File: config.mk
export PLATFORM = sky130hd
export DESIGN_NAME = dram_row_decoder
export DESIGN_NICKNAME = d
export VERILOG_FILES = /design/src/rtl/dram_rowdec_pkg.sv /design/src/rtl/dram_rowdec_regs.sv /design/src/rtl/dram_rowdec_match.sv /design/src/rtl/dram_rowdec_attr.sv /design/src/rtl/dram_row_decoder.sv
export SDC_FILE = /design/constraint.sdc
export NUM_CORES = 1
export LEC_CHECK = 0
export ABC_AREA = 1
export BUFFER_PORTS_ARGS = -buffer_cell sky130_fd_sc_hd__buf_2
export CAP_MARGIN = 20
export CORE_ASPECT_RATIO = 0.5
export CORE_MARGIN = 10
export CORE_UTILIZATION = 26
export CTS_CLUSTER_DIAMETER = 100
export DETAILED_ROUTE_END_ITERATION = 8
export GPL_ROUTABILITY_DRIVEN = 0
export MAX_ROUTING_LAYER = met4
export PLACE_DENSITY_LB_ADDON = 0.05
export SYNTH_ARGS = -nofsm -noshare
export SYNTH_HDL_FRONTEND = slang
export SYNTH_SLANG_ARGS = --single-unit
File: constraint.sdc
create_clock -name clk -period 3.62 [get_ports clk]
set_input_delay 0.181 -clock clk [delete_from_list [all_inputs] [get_ports clk]]
set_output_delay 0.181 -clock clk [all_outputs]
set_load 0.05 [all_outputs]
File: src/rtl/dram_rowdec_pkg.sv
package dram_rowdec_pkg;

  typedef enum logic [1:0] {
    ECC_NONE   = 2'd0,
    ECC_SECDED = 2'd1,
    ECC_SYMBOL = 2'd2
  } ecc_mode_e;

  localparam logic [1:0] WIDTH_CODE_X4 = 2'b10;
  localparam logic [1:0] CHAN_DUAL_CODE = 2'b11;

endpackage

File: src/rtl/dram_rowdec_regs.sv
module dram_rowdec_regs #(
  parameter int NUM_ROWS = 8,
  parameter int BND_W    = 8,
  parameter int SEL_W    = 4,
  parameter int CFG_DW   = 32
) (
  input  logic                      clk,
  input  logic                      rst_n,
  input  logic                      cfg_we,
  input  logic [SEL_W-1:0]          cfg_sel,
  input  logic [CFG_DW-1:0]         cfg_wdata,
  output logic [NUM_ROWS*BND_W-1:0] bnd_flat,
  output logic [CFG_DW-1:0]         attr_word
);

  localparam logic [SEL_W-1:0] ATTR_SEL = SEL_W'(NUM_ROWS);

  // one byte-wide top register per row, each with its own decoded strobe
  for (genvar g = 0; g < NUM_ROWS; g++) begin : g_top
    logic             wr_en;
    logic [BND_W-1:0] top_q;

    assign wr_en = cfg_we && (cfg_sel == SEL_W'(g));

    always_ff @(posedge clk or negedge rst_n) begin
      if (!rst_n) begin
        top_q <= '0;
      end else if (wr_en) begin
        top_q <= cfg_wdata[BND_W-1:0];
      end
    end

    assign bnd_flat[g*BND_W +: BND_W] = top_q;
  end

  always_ff @(posedge clk or negedge rst_n) begin
    if (!rst_n) begin
      attr_word <= '0;
    end else if (cfg_we && (cfg_sel == ATTR_SEL)) begin
      attr_word <= cfg_wdata;
    end
  end

endmodule

File: src/rtl/dram_rowdec_match.sv
module dram_rowdec_match #(
  parameter int NUM_ROWS  = 8,
  parameter int BND_W     = 8,
  parameter int PAGE_W    = 24,
  parameter int UNIT_SHFT = 14,
  parameter int ROW_W     = 3
) (
  input  logic [PAGE_W-1:0]         page,
  input  logic                      dual,
  input  logic [NUM_ROWS*BND_W-1:0] bnd_flat,
  output logic                      hit,
  output logic                      oor,
  output logic [ROW_W-1:0]          row
);

  localparam int TOP_W = BND_W + UNIT_SHFT + 1;
  localparam int CMP_W = ((PAGE_W > TOP_W) ? PAGE_W : TOP_W) + 1;

  logic [CMP_W-1:0]    page_ext;
  logic [CMP_W-1:0]    top_pg [NUM_ROWS];
  logic [NUM_ROWS-1:0] in_row;
  logic [ROW_W-1:0]    first_row;

  assign page_ext = CMP_W'(page);

  // scale every row top to pages and compare in parallel
  for (genvar g = 0; g < NUM_ROWS; g++) begin : g_cmp
    logic [BND_W-1:0] top_units;
    assign top_units = bnd_flat[g*BND_W +: BND_W];
    assign top_pg[g] = dual ? (CMP_W'(top_units) << (UNIT_SHFT + 1))
                            : (CMP_W'(top_units) << UNIT_SHFT);
    if (g == 0) begin : g_base
      assign in_row[g] = page_ext < top_pg[g];
    end else begin : g_upper
      assign in_row[g] = (page_ext >= top_pg[g-1]) && (page_ext < top_pg[g]);
    end
  end

  // lowest matching row takes priority
  always_comb begin
    first_row = '0;
    for (int i = NUM_ROWS - 1; i >= 0; i--) begin
      if (in_row[i]) begin
        first_row = ROW_W'(i);
      end
    end
  end

  assign oor = page_ext >= top_pg[NUM_ROWS-1];
  assign hit = (|in_row) && !oor;
  assign row = hit ? first_row : '0;

endmodule

File: src/rtl/dram_rowdec_attr.sv
module dram_rowdec_attr
  import dram_rowdec_pkg::*;
#(
  parameter int NUM_ROWS = 8,
  parameter int ROW_W    = 3,
  parameter int CFG_DW   = 32
) (
  input  logic [CFG_DW-1:0] attr_word,
  input  logic [ROW_W-1:0]  row,
  input  logic              hit,
  input  logic              dual,
  input  logic              ecc_on,
  output logic              x4,
  output ecc_mode_e         ecc
);

  logic [NUM_ROWS-1:0] row_is_x4;

  for (genvar g = 0; g < NUM_ROWS; g++) begin : g_width
    assign row_is_x4[g] = attr_word[4*g+2 +: 2] == WIDTH_CODE_X4;
  end

  assign x4 = hit && row_is_x4[row];

  always_comb begin
    if (!hit || !ecc_on) begin
      ecc = ECC_NONE;
    end else if (dual && x4) begin
      ecc = ECC_SYMBOL;
    end else begin
      ecc = ECC_SECDED;
    end
  end

endmodule

File: src/rtl/dram_row_decoder.sv
module dram_row_decoder
  import dram_rowdec_pkg::*;
#(
  parameter int NUM_ROWS   = 8,
  parameter int BND_W      = 8,
  parameter int ADDR_W     = 36,
  parameter int PAGE_SHIFT = 12,
  parameter int UNIT_LOG2  = 26
) (
  input  logic                            clk,
  input  logic                            rst_n,
  input  logic                            cfg_we,
  input  logic [$clog2(NUM_ROWS+1)-1:0]   cfg_sel,
  input  logic [4*NUM_ROWS-1:0]           cfg_wdata,
  input  logic [2:0]                      chan_cfg,
  input  logic                            integrity_en,
  input  logic                            req_valid,
  output logic                            req_ready,
  input  logic [ADDR_W-1:0]               req_addr,
  output logic                            rsp_valid,
  input  logic                            rsp_ready,
  output logic [$clog2(NUM_ROWS)-1:0]     rsp_row,
  output logic                            rsp_hit,
  output logic                            rsp_oor,
  output logic                            rsp_x4,
  output logic [1:0]                      rsp_ecc
);

  localparam int SEL_W     = $clog2(NUM_ROWS + 1);
  localparam int ROW_W     = $clog2(NUM_ROWS);
  localparam int CFG_DW    = 4 * NUM_ROWS;
  localparam int PAGE_W    = ADDR_W - PAGE_SHIFT;
  localparam int UNIT_SHFT = UNIT_LOG2 - PAGE_SHIFT;

  logic [NUM_ROWS*BND_W-1:0] bnd_flat;
  logic [CFG_DW-1:0]         attr_word;
  logic                      dual;
  logic                      c_hit, c_oor, c_x4;
  logic [ROW_W-1:0]          c_row;
  ecc_mode_e                 c_ecc;
  logic                      req_fire;
  logic                      unused_bits;

  assign unused_bits = ^{req_addr[PAGE_SHIFT-1:0], chan_cfg[2]};
  assign dual        = chan_cfg[1:0] == CHAN_DUAL_CODE;

  dram_rowdec_regs #(
    .NUM_ROWS (NUM_ROWS),
    .BND_W    (BND_W),
    .SEL_W    (SEL_W),
    .CFG_DW   (CFG_DW)
  ) regs_i (
    .clk       (clk),
    .rst_n     (rst_n),
    .cfg_we    (cfg_we),
    .cfg_sel   (cfg_sel),
    .cfg_wdata (cfg_wdata),
    .bnd_flat  (bnd_flat),
    .attr_word (attr_word)
  );

  dram_rowdec_match #(
    .NUM_ROWS  (NUM_ROWS),
    .BND_W     (BND_W),
    .PAGE_W    (PAGE_W),
    .UNIT_SHFT (UNIT_SHFT),
    .ROW_W     (ROW_W)
  ) match_i (
    .page     (req_addr[ADDR_W-1:PAGE_SHIFT]),
    .dual     (dual),
    .bnd_flat (bnd_flat),
    .hit      (c_hit),
    .oor      (c_oor),
    .row      (c_row)
  );

  dram_rowdec_attr #(
    .NUM_ROWS (NUM_ROWS),
    .ROW_W    (ROW_W),
    .CFG_DW   (CFG_DW)
  ) attr_i (
    .attr_word (attr_word),
    .row       (c_row),
    .hit       (c_hit),
    .dual      (dual),
    .ecc_on    (integrity_en),
    .x4        (c_x4),
    .ecc       (c_ecc)
  );

  assign req_ready = !rsp_valid || rsp_ready;
  assign req_fire  = req_valid && req_ready;

  always_ff @(posedge clk or negedge rst_n) begin
    if (!rst_n) begin
      rsp_valid <= 1'b0;
      rsp_row   <= '0;
      rsp_hit   <= 1'b0;
      rsp_oor   <= 1'b0;
      rsp_x4    <= 1'b0;
      rsp_ecc   <= ECC_NONE;
    end else if (req_fire) begin
      rsp_valid <= 1'b1;
      rsp_row   <= c_row;
      rsp_hit   <= c_hit;
      rsp_oor   <= c_oor;
      rsp_x4    <= c_x4;
      rsp_ecc   <= c_ecc;
    end else if (rsp_ready) begin
      rsp_valid <= 1'b0;
    end
  end

endmodule

==> out/results.ini, run 1 <==
[run_status]
status=completed

[timing]
relSlewSlack=0.608
drv_slew=0
clock_skew_ps=6.19
holdWs_ps=47.9
hold_viol=0
fin_crit_ps=2690
layout_setup_ws_ps=934
tightest_slew_ps=587
rsz0062_at_grt=false
fmax_mhz=372
tns_ps=0
finalSetupViolations=0
min_period_over_period=0.742

[grt]
grt_pass1_wl_mm=31.6
grt-ovfl-total=0
grt.total_usage=0.139
grt_pass1_vias=5516
grt_max_degree=77
grt_antenna_before_repair=2

[critical_path]
path_class=flip-flop to flip-flop
cp_slowest_cell=dfrtp_1
required_ps=3910
crit_chain=o21ai_0 > ha_1 > nand2_1 > nor3_4 > o211ai_1 > nand3_2 > a31oi_4 > inv_2 > nor2_4 > nand3_1 > nand3_2 > nand2_2 > a21oi_2 > nand2_1 > o21ai_2
crit_fanout=5
r2r_start=regs_i.g_top[7].top_q[7]
start_kind=flip-flop
endpoint_kind=flip-flop
path_buf_inv=1
critPathLaunch=regs_i.g_top[7].top_q[7]
cp_slowest_stage_delay_ps=420
cp.arrival_ps=2970
critPathTopFamily=compound AO/OA/AOI/OAI gates

[pwr]
pwr-share-comb=0.297
clkPwrFrac=0.307
switching_share=0.350
power.internal_mw=2.13
seqPwrFrac=0.396
leakage_nw=3.61
p_sw_mw=1.15
vdd_drop_max_v=0.000237
p_per_area_nw_per_um2=458

[yosys]
syn-cell-area_um2=6160
synth.distinct_cells=35
async_reset_ff_frac=1.00
synth_edf_count=0
ys_seq_area_frac=0.361
ys_warn_count=0
avgSynthCellArea_um2=7.44
synth_top_family_by_area=simple AND/OR/NAND/NOR gates
synth_mux_area_frac=0.0207
ys.flop_type=dfrtp_1
syn_inst=828
synth-simple-area-share=0.256
yosys.area_share.xor_xnor=0
synth-seq-cells=89
syn_nets=981
synth_compound_area_frac=0.149
synthAdderAreaFrac=0.146

[cells_and_area]
finalNetCount=1039
finalInstanceArea_um2=7180
syn2layout_area_growth_pct=16.5
finish.utilization=0.312
diodes=0
layout_common_cells=240 x nand2_1, 130 x o21ai_0, 89 x dfrtp_1
drive_gt1_frac=0.128
layout_commonest_cell=nand2_1

[die]
die_width_um=238
io-pin-count=91
core_area_um2=23000
row_count=39
initial_core_util=0.267
dieHeight_um=129
fp.dieArea_um2=30600

[placement]
place_area_um2=6820
port-buffer-count=65
post-place-ws_ps=620
dpl.hpwl_mm=14.3

[route]
drc_errors=0
initialDrtViolationCount=343
ant_nets=0
routedWlPerCell_um=16.8
firstDrtPassIters=5
via_per_inst=4.56
routed_wl_mm=20.1
via_count=5466

[clock_tree]
cts_tree=yes
cts_inserted_buffers=9
cts-root-buf=clkbuf_16
clock_sinks=89
post_cts_buffers=0
clock_path_buffers=2
clk_pin_slew_worst_paths_ps=70
clock_latency_ps=360
htreeDepth=3

[worst_hold_path]
hp-class=input port to flip-flop
worstHoldStart=cfg_wdata[18]

[flow_run]
max-cap-violations=0

timing repair:
item                      in CTS  in global routing
hold endpoints to repair       0                 83
gates resized for setup        0                  0
hold buffers                   0                  1
cell usage after synthesis (3+ instances only):
library cell | n | area share
a21oi_1 | 34 | 0.028
clkbuf_1 | 22 | 0.013
dfrtp_1 | 89 | 0.36
ha_1 | 72 | 0.15
inv_1 | 79 | 0.048
mux2_2 | 6 | 0.011
mux2i_1 | 6 | 0.0097
nand2_1 | 240 | 0.15
nand3_1 | 25 | 0.020
nand3_2 | 4 | 0.0065
nand3b_1 | 4 | 0.0049
nand4_1 | 14 | 0.014
nor2_1 | 67 | 0.041
nor2_2 | 3 | 0.0030
nor3_1 | 5 | 0.0041
o21ai_0 | 130 | 0.11
power groups by stage:
stage                     Clock, mW  Combinational [mW]  Sequential (mW)
final                          1.01               0.976             1.30
after global placement            0               0.963             1.32
after global routing           1.09                1.15             1.33
after detailed placement          0               0.983             1.32
after CTS                      1.05               0.990             1.30
after floorplan                   0               0.666             1.32
cell families (layout without fill, tap and decap cells):
| logic type | after synthesis | in the layout |
|---|---|---|
| AOI/OAI and AO/OA | 175 | 175 |
| muxes | 12 | 12 |
| buffers and inverters | 106 | 169 |
| adders and majority gates | 72 | 72 |
| DFF | 89 | 89 |
| and+or+nand+nor | 374 | 374 |
cell type report:
type	instances	area [um^2]
Timing Repair Buffer	73	423
Sequential cell	89	2230
Multi-Input combinational cell	633	3520
Fill cell	2549	15900
Tap cell	307	384
Inverter	80	300
Clock buffer	11	253
Clock inverter	5	63.8
per-stage QoR:
step	total power [mW]	std cells
after CTS	3.35	1196
after global placement	2.28	1180
after detailed placement	2.30	1180
after floorplan	1.98	828
after global routing	3.57	1198
final	3.28	1198
state kept, by name, summed over array words and instances (netlist names):
signal,count
regs_i.attr_word,16
rsp_valid,1
rsp_x4,1
rsp_ecc,2
rsp_row,3
rsp_hit,1
regs_i.g_top.top_q,64
rsp_oor,1
final timing paths:
check / cells after the start / to / slack, ps
hold / removal: 2 / regs_i.attr_word[18] / 50
max in group asynchronous: 3 / regs_i.g_top[5].top_q[5] / 2850
setup reg to reg: 15 / rsp_x4 / 930
min in group asynchronous: 2 / regs_i.attr_word[3] / 190
setup / recovery: 15 / rsp_x4 / 930
hold reg to reg: 2 / rsp_hit / 480
routing by layer:
layer / global-route usage / vias to the layer above / routed length [um]
li1: - / 2854 / -
met1: 0.178 / 2521 / 10100
met2: 0.224 / 76 / 9060
met3: 0.0271 / 15 / 656
met4: 0.0322 / 0 / 223
met5: - / - / 0
Note: power is estimated with default switching activity, not from simulation.
==> run 2: changes to the inputs <==
- clock period: 3.62 -> 2.3 ns (I/O delays scaled with it)
==> run 2 against run 1 <==
Compared with the run above:
- the run now ends with negative setup slack left
- non-clock buffer count rose by 82
- clock power rose by 57%
- first-iteration DRC count fell by 24%
- sequential power rose by 59%
- total power rose by 70%
- utilization rose by 4.2 points
- cell count rose by 6.8%
- die area did not move
- global-route usage rose by 0.63 points
- critical path type unchanged
- largest power group unchanged
==> out/results.ini, run 2 (synthesized netlist as in run 1, its figures left out) <==
[run_status]
status=finished with violations
violations=negative setup slack

[pwr]
pwr-share-comb=0.344
seqPwrFrac=0.371
vdd_drop_max_v=0.000597
p_per_area_nw_per_um2=686
p_total_mw=5.59
switching_share=0.361
power.internal_mw=3.57
clkPwrFrac=0.285
p_sw_mw=2.02
leakage_nw=4.05

[clock_tree]
htreeDepth=3
cts_inserted_buffers=9
clk_pin_slew_worst_paths_ps=70
clock_sinks=89
clock_latency_ps=370
cts_tree=yes
clock_path_buffers=2
cts-root-buf=clkbuf_16

[placement]
port-buffer-count=65
dpl.hpwl_mm=16.0

[timing]
fmax_mhz=387
fin_crit_ps=2580
rsz0062_at_grt=true
tightest_slew_ps=639
relSlewSlack=0.573
finalSetupViolations=7
hold_viol=0
layout_setup_ws_ps=-285
tns_ps=-1320
drv_slew=0
min_period_over_period=1.12
clock_skew_ps=10.5

[die]
dieHeight_um=129
row_count=39
io-pin-count=91
initial_core_util=0.267
fp.dieArea_um2=30600
core_area_um2=23000
die_width_um=238

[critical_path]
required_ps=2590
endpoint_kind=flip-flop
crit_fanout=5
path_class=flip-flop to flip-flop
r2r_start=regs_i.g_top[6].top_q[7]
start_kind=flip-flop
rrSetupSlack_ps=-280
r2r-end=rsp_x4
cp.arrival_ps=2880
ff2ff_path_depth=22

[route]
routedWlPerCell_um=16.1
ant_nets=0
initialDrtViolationCount=259
via_count=5836
routed_wl_mm=20.6
drc_errors=0
firstDrtPassIters=4
via_per_inst=4.56

[flow_run]
max-cap-violations=0

[cells_and_area]
drive_gt1_frac=0.268
fillers=2488
largest_register_ffs=64
multi_input_area_um2=3820
syn2layout_area_growth_pct=32.2
layout_commonest_cell=nand2_1
layout_common_cells=217 x nand2_1, 103 x o21ai_0, 88 x dfrtp_1
seq_area_um2=2230
reg_top3=regs_i.g_top.top_q: 64 flops, regs_i.attr_word: 16 flops, rsp_row: 3 flops
finalNetCount=1121
diodes=0
top_register=regs_i.g_top.top_q

[grt]
grt_pass1_wl_mm=33.5
grt_antenna_before_repair=0
grt_max_degree=52
grt_pass1_vias=6151
grt.total_usage=0.146
grt-ovfl-total=0

[worst_hold_path]
worstHoldStart=rsp_ready
hp-class=input port to flip-flop
hold_end=rsp_valid
hold_depth=4

-- run 2: changes by cell type in the layout (fill, tap and decap cells not counted), sizes merged --
| cell | change |
|---|---|
| clkbuf | -2 |
| dlygate4sd3 | +12 |
| inv | +4 |
| clkinv | -2 |
| buf | +70 |
-- run 2: layout make-up --
| type | count | area share |
|---|---|---|
| sequential | 89 | 0.274 |
| inverter | 80 | 0.0369 |
| tap | 307 | 0.0472 |
| multi-input combinational | 633 | 0.469 |
| clock buffer | 9 | 0.0276 |
| timing repair buffer | 155 | 0.135 |
| clock inverter | 7 | 0.0103 |
-- run 2: power by group through the flow --
stage,logic (mW),registers [mW],clock network (mW)
2_1_floorplan,1.07,2.08,0
3_3_place_gp,1.74,2.09,0
3_5_place_dp,1.76,2.08,0
4_1_cts,1.84,2.06,1.66
5_1_grt,2.25,2.12,1.71
6_report,1.92,2.07,1.59
-- run 2: metal layers --
metal  track usage  wire [um]
met1         0.180       9840
met2         0.244       9970
met3        0.0256        560
met4        0.0356        249
met5             -          0
-- run 2: critical path, cell delays in order, from the launching register on --
cell and delay [ps]:
dfrtp_1 370, buf_4 120, nand2_1 70, ha_1 350, nand2_1 80, nand2_1 70, a21oi_2 110, nand3_2 130
nor2_4 140, nor2_2 40, nand2_2 40, nand2_1 40, nand2_1 70, nand2_1 70, nand2_2 100, nand2_4 90
nand2_4 100, nand2_2 50, nand3_2 70, nand2_2 60, a21oi_2 130, nand2_1 70, o21ai_2 100
-- run 2: what timing repair did --
item / 4_1_cts / 5_1_grt
pin swaps: 27 / 36
setup endpoints to repair: 6 / 7
setup buffers: 3 / 10
resized for setup: 31 / 72
hold buffers: 13 / 0
endpoints found under the hold margin: 33 / 0
-- run 2: worst max-delay path by stage --
| stage | startpoint | to | cells past startpoint |
|---|---|---|---|
| 4_1_cts | regs_i.g_top[6].top_q[6] | rsp_x4 | 25 |
| 2_1_floorplan | chan_cfg[0] | rsp_x4 | 27 |
| 3_3_place_gp | chan_cfg[0] | rsp_x4 | 20 |
| 6_report | regs_i.g_top[6].top_q[7] | rsp_x4 | 22 |
| 3_5_place_dp | chan_cfg[0] | rsp_x4 | 20 |
| 5_1_grt | regs_i.g_top[6].top_q[7] | rsp_x4 | 22 |
-- run 2: stage by stage --
stage / instance area (um^2) / setup slack [ps] / std cells / util / hold WS (ps)
floorplan: 6250 / -6.86 / 828 / - / -181
global placement: 7350 / -460 / 1240 / 0.319 / 53.4
detailed placement: 7350 / -518 / 1240 / 0.319 / 47.3
CTS: 7900 / -274 / 1272 / 0.343 / 1.59
global route: 8150 / -547 / 1280 / 0.354 / 51.1
finish: 8150 / -285 / 1280 / 0.354 / 23.4
==> run 3: changes to the inputs <==
- clock period: 2.3 -> 2.16 ns (I/O delays scaled with it)
==> run 3 against run 2 <==
Compared with the run above:
- the flow still finishes with violations (negative setup slack)
- utilization barely moved
- total power grew 6.2%
- setup slack worse by 120 ps
- critical path type unchanged
- global-route usage barely moved
- largest power group unchanged
==> out/results.ini, run 3 (synthesized netlist as in run 1, its figures left out) <==
[run_status]
status=finished with violations
violations=negative setup slack

[cells_and_area]
finalNetCount=1125
finish.utilization=0.354
reg_top3=regs_i.g_top.top_q: 64 flops, regs_i.attr_word: 16 flops, rsp_row: 3 flops
diodes=0
multi_input_area_um2=3720
layout_commonest_cell=nand2_1
layout_common_cells=220 x nand2_1, 110 x o21ai_0, 89 x dfrtp_1
seq_area_um2=2230
largest_register_ffs=64
drive_gt1_frac=0.251
fillers=2491
top_register=regs_i.g_top.top_q
syn2layout_area_growth_pct=32.2

[critical_path]
crit_chain=inv_2 > nand2_1 > o21ai_1 > ha_1 > a21oi_1 > nand2_1 > a21oi_2 > nand3_2 > nand2_2 > nand2_1 > nand2_1 > nand2_2 > nand2_2 > nand2_2 > nand2_4 > nand3_2 > nand3_2 > nand2_2 > a21oi_2 > nand2_1 > o21ai_2
critPathLaunch=regs_i.g_top[5].top_q[5]
critPathTopFamily=simple AND/OR/NAND/NOR gates
path_buf_inv=1
ff2ff_path_depth=21
setup.worst_path.end=rsp_x4
crit_cells=21
required_ps=2460
cp_slowest_stage_delay_ps=390
r2r_start=regs_i.g_top[5].top_q[5]
r2r-end=rsp_x4
endpoint_kind=flip-flop
cp_slowest_cell=dfrtp_1
cp.arrival_ps=2860
crit_fanout=5
path_class=flip-flop to flip-flop
start_kind=flip-flop
rrSetupSlack_ps=-400

[timing]
finalSetupViolations=6
relSlewSlack=0.608
tightest_slew_ps=587
layout_setup_ws_ps=-403
fmax_mhz=390
min_period_over_period=1.19
tns_ps=-1470
drv_slew=0
clock_skew_ps=11.4
hold_viol=0
fin_crit_ps=2560
rsz0062_at_grt=true
holdWs_ps=64.4

[route]
via_count=5796
ant_nets=0
firstDrtPassIters=4
drc_errors=0
routed_wl_mm=20.6
initialDrtViolationCount=338
routedWlPerCell_um=16.1
via_per_inst=4.51

[pwr]
vdd_drop_max_v=0.000453
power.internal_mw=3.89
p_total_mw=5.93
clkPwrFrac=0.295
seqPwrFrac=0.372
p_sw_mw=2.04
switching_share=0.344
pwr-share-comb=0.333
leakage_nw=4.09
p_per_area_nw_per_um2=729

[placement]
dpl.hpwl_mm=16.0
port-buffer-count=65
post-place-ws_ps=-589

[die]
core_area_um2=23000
io-pin-count=91
row_count=39
die_width_um=238
initial_core_util=0.267
dieHeight_um=129
fp.dieArea_um2=30600

[clock_tree]
clock_sinks=89
clk_pin_slew_worst_paths_ps=70
cts-root-buf=clkbuf_16
cts_tree=yes
htreeDepth=3
clock_path_buffers=2
cts_inserted_buffers=9
clock_latency_ps=370

[grt]
grt-ovfl-total=0
grt_antenna_before_repair=0
grt_pass1_vias=6021
grt_pass1_wl_mm=33.2
grt_max_degree=49
grt.total_usage=0.146

[flow_run]
max-cap-violations=0

[worst_hold_path]
hp-class=input port to flip-flop

==> run 3: cell types whose count changed in the layout (fill, tap and decap cells not counted), sizes merged <==
cell	delta
buf	+3
inv	-3
bufinv	+1
clkbuf	+1
clkinvlp	+1
dlygate4sd3	+1
==> run 3: final cells by class <==
cell class / instances / share of cell area
Clock inverter: 6 / 0.0109
Timing Repair Buffer: 159 / 0.145
Clock buffer: 10 / 0.0293
Sequential cell: 89 / 0.273
Multi-Input combinational cell: 633 / 0.457
Inverter: 80 / 0.0369
Tap cell: 307 / 0.0472
==> run 3: worst reg2reg max path, cell delays in order, from the launching register on <==
cell and delay (ps):
dfrtp_1 390, inv_2 90, nand2_1 50, o21ai_1 80, ha_1 280, a21oi_1 150, nand2_1 80, a21oi_2 150
nand3_2 110, nand2_2 100, nand2_1 60, nand2_1 70, nand2_2 60, nand2_2 60, nand2_2 60, nand2_4 110
nand3_2 90, nand3_2 90, nand2_2 60, a21oi_2 140, nand2_1 80, o21ai_2 120
==> run 3: routing by layer <==
metal,routed length (um),global-route usage
met5,0,-
met4,187,0.0315
met3,451,0.0268
met2,9650,0.239
met1,10300,0.184
==> run 3: how the worst min path moves through the flow <==
stage	from	end	slack, ps	depth (start not counted)
final	integrity_en	rsp_ecc[0]	60	5
after global routing	integrity_en	rsp_ecc[0]	100	5
after CTS	integrity_en	rsp_ecc[0]	30	5
after detailed placement	rst_n	regs_i.attr_word[26]	50	1
after global placement	rst_n	regs_i.attr_word[26]	50	1
after floorplan	rst_n	regs_i.attr_word[10]	-190	0
==> run 3: stage by stage <==
step,instance area [um^2],cells
after floorplan,6270,828
after global placement,7420,1242
after detailed placement,7420,1242
after CTS,8020,1278
after global routing,8140,1284
final,8140,1284
==> run 3: power groups by stage <==
| stage | Combinational, mW | Clock [mW] | Sequential (mW) |
|---|---|---|---|
| 6_report | 1.97 | 1.75 | 2.21 |
| 5_1_grt | 2.30 | 1.88 | 2.26 |
| 3_3_place_gp | 1.84 | 0 | 2.23 |
| 3_5_place_dp | 1.85 | 0 | 2.24 |
| 4_1_cts | 1.96 | 1.85 | 2.21 |
| 2_1_floorplan | 1.14 | 0 | 2.21 |
==> run 3: repair_timing <==
action | CTS | global route
endpoints found under the setup margin | 7 | 8
resized for setup | 45 | 28
hold endpoints to repair | 36 | 0
buffers inserted | 6 | 7
pin swaps | 40 | 26
hold buffers | 14 | 0
